`src/rtl/txq_pacer_pkg.sv`:
```
package txq_pacer_pkg;

  localparam logic [1:0] WM_RESET_CODE = 2'b00;
  localparam logic [1:0] SP_RESET_CODE = 2'b10;

  // refill threshold in 16-bit word slots; code 11 is reserved and folds onto 00
  function automatic int unsigned wm_slots(input logic [1:0] code);
    case (code)
      2'b01:   return 8;
      2'b10:   return 16;
      default: return 4;
    endcase
  endfunction

  // start threshold in bytes of the current frame
  function automatic int unsigned sp_bytes(input logic [1:0] code);
    case (code)
      2'b00:   return 4;
      2'b01:   return 16;
      2'b10:   return 64;
      default: return 112;
    endcase
  endfunction

endpackage

```
`src/rtl/txq_cfg_regs.sv`:
```
module txq_cfg_regs
  import txq_pacer_pkg::*;
(
  input  logic       clk,
  input  logic       rst_n,
  input  logic       cfg_we,
  input  logic [1:0] wm_sel,
  input  logic [1:0] sp_sel,
  output logic [1:0] wm_code,
  output logic [1:0] sp_code
);

  always_ff @(posedge clk) begin
    if (!rst_n) begin
      wm_code <= WM_RESET_CODE;
      sp_code <= SP_RESET_CODE;
    end else if (cfg_we) begin
      wm_code <= wm_sel;
      sp_code <= sp_sel;
    end
  end

  // codes only move under the write strobe
  p_cfg_hold_r8: assert property (@(posedge clk) disable iff (!rst_n)
    !cfg_we |=> ($stable(wm_code) && $stable(sp_code)));

endmodule

```
`src/rtl/txq_refill_gen.sv`:
```
module txq_refill_gen
  import txq_pacer_pkg::*;
#(
  parameter int CNT_W = 8
) (
  input  logic             clk,
  input  logic             rst_n,
  input  logic [CNT_W-1:0] free_bytes,
  input  logic [1:0]       wm_code,
  input  logic             src_dry,
  output logic             refill_req
);

  logic [CNT_W-1:0] slot_free;
  logic [CNT_W-1:0] slot_need;
  logic             room_ok;

  assign slot_free = free_bytes >> 1;
  assign slot_need = CNT_W'(wm_slots(wm_code));
  assign room_ok   = (slot_free >= slot_need);

  always_ff @(posedge clk) begin
    if (!rst_n) refill_req <= 1'b0;
    else        refill_req <= room_ok && !src_dry;
  end

  // a dry source silences the request on the next cycle
  p_dry_quiet_r6: assert property (@(posedge clk) disable iff (!rst_n)
    src_dry |=> !refill_req);

  // a request never appears without at least the smallest window of room
  p_room_min_r1: assert property (@(posedge clk) disable iff (!rst_n)
    refill_req |-> ($past(free_bytes) >= CNT_W'(8)));

endmodule

```
`src/rtl/txq_start_gen.sv`:
```
module txq_start_gen
  import txq_pacer_pkg::*;
#(
  parameter int FRM_W = 12
) (
  input  logic       clk,
  input  logic       rst_n,
  input  logic [1:0] push_bytes,
  input  logic       frame_tail_in,
  input  logic       eof_taken,
  input  logic [1:0] sp_code,
  output logic       tx_go
);

  localparam logic [FRM_W-1:0] CNT_MAX = '1;

  logic [FRM_W-1:0] frm_cnt;
  logic [FRM_W:0]   cnt_sum;
  logic [FRM_W-1:0] cnt_next;
  logic [FRM_W-1:0] thr_bytes;
  logic             started;
  logic             reach_thr;
  logic             go_cond;

  assign cnt_sum   = {1'b0, frm_cnt} + (FRM_W+1)'(push_bytes);
  assign cnt_next  = cnt_sum[FRM_W] ? CNT_MAX : cnt_sum[FRM_W-1:0];
  assign thr_bytes = FRM_W'(sp_bytes(sp_code));
  assign reach_thr = (frm_cnt >= thr_bytes);
  assign go_cond   = !started && !eof_taken && (reach_thr || frame_tail_in);

  always_ff @(posedge clk) begin
    if (!rst_n) begin
      frm_cnt <= '0;
      started <= 1'b0;
      tx_go   <= 1'b0;
    end else begin
      frm_cnt <= eof_taken ? FRM_W'(push_bytes) : cnt_next;
      started <= eof_taken ? 1'b0 : (started || go_cond);
      tx_go   <= go_cond;
    end
  end

  // the start is a single-cycle pulse
  p_go_pulse_r5: assert property (@(posedge clk) disable iff (!rst_n)
    tx_go |=> !tx_go);

  // once a frame has started, no new pulse until it is closed
  p_go_once_r5: assert property (@(posedge clk) disable iff (!rst_n)
    (started && !eof_taken) |=> !tx_go);

  // a pulse has a cause, either the tail flag or at least the smallest threshold
  p_go_cause_r4: assert property (@(posedge clk) disable iff (!rst_n)
    tx_go |-> ($past(frame_tail_in) || ($past(frm_cnt) >= FRM_W'(4))));

endmodule

```
`src/rtl/txq_pacer.sv`:
```
module txq_pacer
  import txq_pacer_pkg::*;
#(
  parameter int FIFO_BYTES = 128,
  parameter int FRM_W      = 12,
  localparam int CNT_W     = $clog2(FIFO_BYTES + 1)
) (
  input  logic             clk,
  input  logic             rst_n,
  input  logic             cfg_we,
  input  logic [1:0]       wm_sel,
  input  logic [1:0]       sp_sel,
  input  logic [CNT_W-1:0] free_bytes,
  input  logic [1:0]       push_bytes,
  input  logic             frame_tail_in,
  input  logic             eof_taken,
  input  logic             src_dry,
  output logic             refill_req,
  output logic             tx_go
);

  logic [1:0] wm_code;
  logic [1:0] sp_code;

  txq_cfg_regs u_cfg (
    .clk     (clk),
    .rst_n   (rst_n),
    .cfg_we  (cfg_we),
    .wm_sel  (wm_sel),
    .sp_sel  (sp_sel),
    .wm_code (wm_code),
    .sp_code (sp_code)
  );

  txq_refill_gen #(.CNT_W(CNT_W)) u_refill (
    .clk        (clk),
    .rst_n      (rst_n),
    .free_bytes (free_bytes),
    .wm_code    (wm_code),
    .src_dry    (src_dry),
    .refill_req (refill_req)
  );

  txq_start_gen #(.FRM_W(FRM_W)) u_start (
    .clk           (clk),
    .rst_n         (rst_n),
    .push_bytes    (push_bytes),
    .frame_tail_in (frame_tail_in),
    .eof_taken     (eof_taken),
    .sp_code       (sp_code),
    .tx_go         (tx_go)
  );

endmodule

```
`config.mk`:
```
export PLATFORM = sky130hd
export DESIGN_NAME = txq_pacer
export DESIGN_NICKNAME = d
export VERILOG_FILES = /design/src/rtl/txq_pacer_pkg.sv /design/src/rtl/txq_cfg_regs.sv /design/src/rtl/txq_refill_gen.sv /design/src/rtl/txq_start_gen.sv /design/src/rtl/txq_pacer.sv
export SDC_FILE = /design/constraint.sdc
export NUM_CORES = 1
export LEC_CHECK = 0
export ABC_AREA = 1
export BUFFER_PORTS_ARGS = -buffer_cell sky130_fd_sc_hd__buf_2
export CAP_MARGIN = 20
export CORE_UTILIZATION = 35
export CTS_CLUSTER_SIZE = 28
export DETAILED_ROUTE_END_ITERATION = 16
export PLACE_DENSITY = 0.57
export SYNTH_ARGS = -nofsm -noshare
export SYNTH_HDL_FRONTEND = slang
export SYNTH_SLANG_ARGS = --single-unit
```
`constraint.sdc`:
```
create_clock -name clk -period 4.3 [get_ports clk]
set_input_delay 0.645 -clock clk [delete_from_list [all_inputs] [get_ports clk]]
set_output_delay 0.645 -clock clk [all_outputs]
set_load 0.005 [all_outputs]
```
==> results list <==
- Clock Tree Root: clkbuf_4
* Number of antenna violations at the first check in global routing: 0
- Hold path endpoint: u_start.tx_go
- After clock tree synthesis, the clock-pin slew on the worst setup and hold paths is 120 ps.
* Endpoint type of the worst setup path: register
* Sequential element share of the synthesized area: 0.320
- Synthesis produced 163 cells.
- Flop-to-flop setup slack: 2620 ps
* Core occupancy in the finished layout: 0.438
- Start point of the worst min-delay path: u_start.started
- Between clock sinks in the finished design, the worst skew comes to 12.0 ps.
- Critical Path AT: 2030 ps
- Clock tree synthesis inserted a total of 3 buffers.
- Remaining max-slew budget at the tightest pin: 0.843
- Worst flop-to-flop path endpoint: u_start.frm_cnt[9]
- Initial detailed-routing violation count: 32
* Horizontal die dimension: 60.3 um
- During I/O placement, the number of pins put on the boundary was 22.
* VDD IR-drop max: 136 uV
* Startpoint of the worst register-to-register path: u_start.frm_cnt[0]
- For this design, the sink count on the clock tree is 19.
* Smallest setup slack after layout: 2530 ps
- Insertion delay to the later sink of the worst-skew pair: 300 ps
- In the layout the commonest cells are inv_1 (29), nand2_1 (28), buf_2 (20).
- Power spread over the standard cell area amounts to 241 nW/um^2.
- Of the total power, the share spent switching nets is 0.268.
- Summed over all nets, the switching power comes to 88.6 uW.
- The clock passes through at most 2 buffers.
* Post-CTS repair timing setup buffer count: 0
- For this run, the total global-route usage over all layers was measured as 0.155.
* Residual antenna-violating net count after detailed routing: 0
- Hold Path Class: register to register
* Vias after detailed routing: 1094
- Placed wire-length estimate: 1.96 mm
- The final max-slew violation count is 0.
* Total Neg Setup Slack: 0 ps
* Post-synth net total: 195
- Cell type with the highest aggregate area in the netlist: dfxtp_1
- In this run the cell area of the synthesized design comes to 1190 um^2.
* Distinct cell type count after synthesis: 25
- Quantity of hold-fixing buffers added after cts: 0
- Number of synthesized register bits: 19
- Setup slack at placement: 2200 ps
* Post-route fraction of the period consumed by the critical path: 0.412
* Die height: 60.3 um
- The internal power of the cells totals 241 uW.
* Worst-path maximum fanout: 7
- Floorplan die area: 3630 um^2
- Post-synthesis area per instance: 7.29 um^2
- Final Hold Viols: 0
- Hold Crit Depth: 3
* Max Fclk: 565 MHz
* Portion of total power attributed to the clock network: 0.284
* Max-cap violations: 0
- For the pin with the worst max-slew slack, the measured transition is 235 ps.
* Seq pwr share: 0.564
- For this run, design rule violations remaining after detail routing come to 0.
- Count of input and output buffers: 20
* Outcome: completed
- Of the post-synthesis cell area, the dominant cell type holds 0.320.
- Layout Area Growth over Synthesis: 15.3%
- Total length of routed wires: 2.46 mm
- Average detailed-routed wire length per instance: 10.6 um
* Via count of the first global-routing pass: 1011
- Clock tree from TritonCTS: built
- Average via count per standard cell: 4.74
- Summed over all layers, the global routing overflow is 0.
* Overall power consumption: 330 uW
- 0 antenna diodes ended up in the layout.
- The count of cells in the finished layout, fillers not included, comes to 231.
* Number of detailed-routing iterations run before antenna repair: 4
- Leading cell types by total area after synthesis: dfxtp_1 (32%), ha_1 (12%), inv_1 (9.2%)
- Cell row count: 20
- Launching instance or port of the critical path: push_bytes[0]
- The number of cells on the worst reg-to-reg path is 8.
- Yosys synthesis warning count: 0
- Cell total after placement: 227
- The analysis attributes to cell leakage a power of 0.660 nW.
- Final setup violating endpoints: 0
- The first global-routing pass estimated 4.26 mm of wire.
- The library cell used most frequently in the layout, excluding fill and tap cells, is inv_1.
* Fill cell instance count of the final layout: 326
* Share of layout cells above drive strength 1: 0.176
- Number of levels the H-tree was split into: 1
* Largest net degree at the start of global routing: 11
- The region available for standard cell placement spans 3130 um^2.
* Minimum clock period after layout: 1770 ps
- Routability congestion estimate from global placement: 0.726
- Unrepaired setup endpoints after global routing: no
- Initial cell density of the core: 0.380
- Kind of critical path: input pin to register
- STA classifies the critical path startpoint as an input pin.
* Post-cts repair resize count: 0
- STA puts the critical path data required time at 4560 ps.
* Portion of total power attributed to combinational logic: 0.152
- Post-layout net count: 220
final cells by class:
class / instances / area, um^2 / share of cell area
inverter: 29 / 109 / 0.0795
sequential: 19 / 380 / 0.278
timing repair buffer: 20 / 100 / 0.0731
clock buffer: 4 / 26.3 / 0.0192
multi-input combinational: 115 / 699 / 0.511
tap: 44 / 55.1 / 0.0402
cells by family (layout without fill, tap and decap cells):
group | count (synthesis) | count (layout) | share of synthesized area
flip-flops | 19 | 19 | 0.320
adder cells (fa/ha/maj) | 12 | 12 | 0.133
AO/OA/AOI/OAI | 23 | 23 | 0.103
XOR/XNOR | 3 | 3 | 0.0221
buffers and inverters | 29 | 53 | 0.0916
AND/OR/NAND/NOR | 77 | 77 | 0.331
worst max-delay path by stage:
stage / end / cells after the start
3_3_place_gp: u_start.frm_cnt[7] / 9
2_1_floorplan: u_start.frm_cnt[8] / 7
5_1_grt: u_start.frm_cnt[7] / 9
4_1_cts: u_start.frm_cnt[9] / 9
3_5_place_dp: u_start.frm_cnt[9] / 9
6_report: u_start.frm_cnt[9] / 9
registers in the layout, summed over array words and instances (netlist names):
| name | count |
|---|---|
| u_start.frm_cnt | 12 |
| u_refill.refill_req | 1 |
| u_cfg.sp_code | 2 |
| u_start.tx_go | 1 |
| u_start.started | 1 |
| u_cfg.wm_code | 2 |
Yosys cell counts:
| cell | count |
|---|---|
| nor3b_1 | 2 |
| or2_1 | 1 |
| fa_1 | 1 |
| nor2_1 | 14 |
| nand2_2 | 3 |
| or2_2 | 1 |
| nor3_1 | 2 |
| o21ai_0 | 6 |
| inv_1 | 29 |
| o21bai_1 | 1 |
| o211ai_1 | 1 |
| nor2_4 | 4 |
| nand3b_1 | 2 |
| and3_1 | 1 |
| nand4_1 | 4 |
| nand3_1 | 13 |
| dfxtp_1 | 19 |
| a31oi_1 | 2 |
| nand2_1 | 28 |
| nand3_2 | 1 |
| xor2_1 | 2 |
| xnor2_1 | 1 |
| ha_1 | 11 |
| a21oi_1 | 13 |
| nand4_2 | 1 |
worst max-delay path: stages:
cell and delay [ps]:
buf_2 90, ha_1 160, inv_1 50, fa_1 440, nor2_4 210, nand3_2 180
nand3_1 140, nand2_1 60, inv_1 50
metrics by stage:
stage / hold WS [ps] / instance area, um^2
5_1_grt: 537 / 1370
3_3_place_gp: 462 / 1340
6_report: 494 / 1370
4_1_cts: 496 / 1370
2_1_floorplan: 451 / 1190
3_5_place_dp: 479 / 1340
layer usage:
metal / part of all wire / global-route usage
met1: 0.48 / 0.195
met2: 0.46 / 0.264
met5: 0 / 0
met3: 0.049 / 0.0303
met4: 0.015 / 0.0498
power groups by stage:
stage	registers [mW]	logic [mW]	clock network (mW)
2_1_floorplan	0.190	0.0317	0
3_3_place_gp	0.190	0.0479	0
3_5_place_dp	0.190	0.0501	0
4_1_cts	0.186	0.0505	0.0975
5_1_grt	0.187	0.0584	0.104
6_report	0.186	0.0502	0.0935
Power figures use the tool's default switching activity.
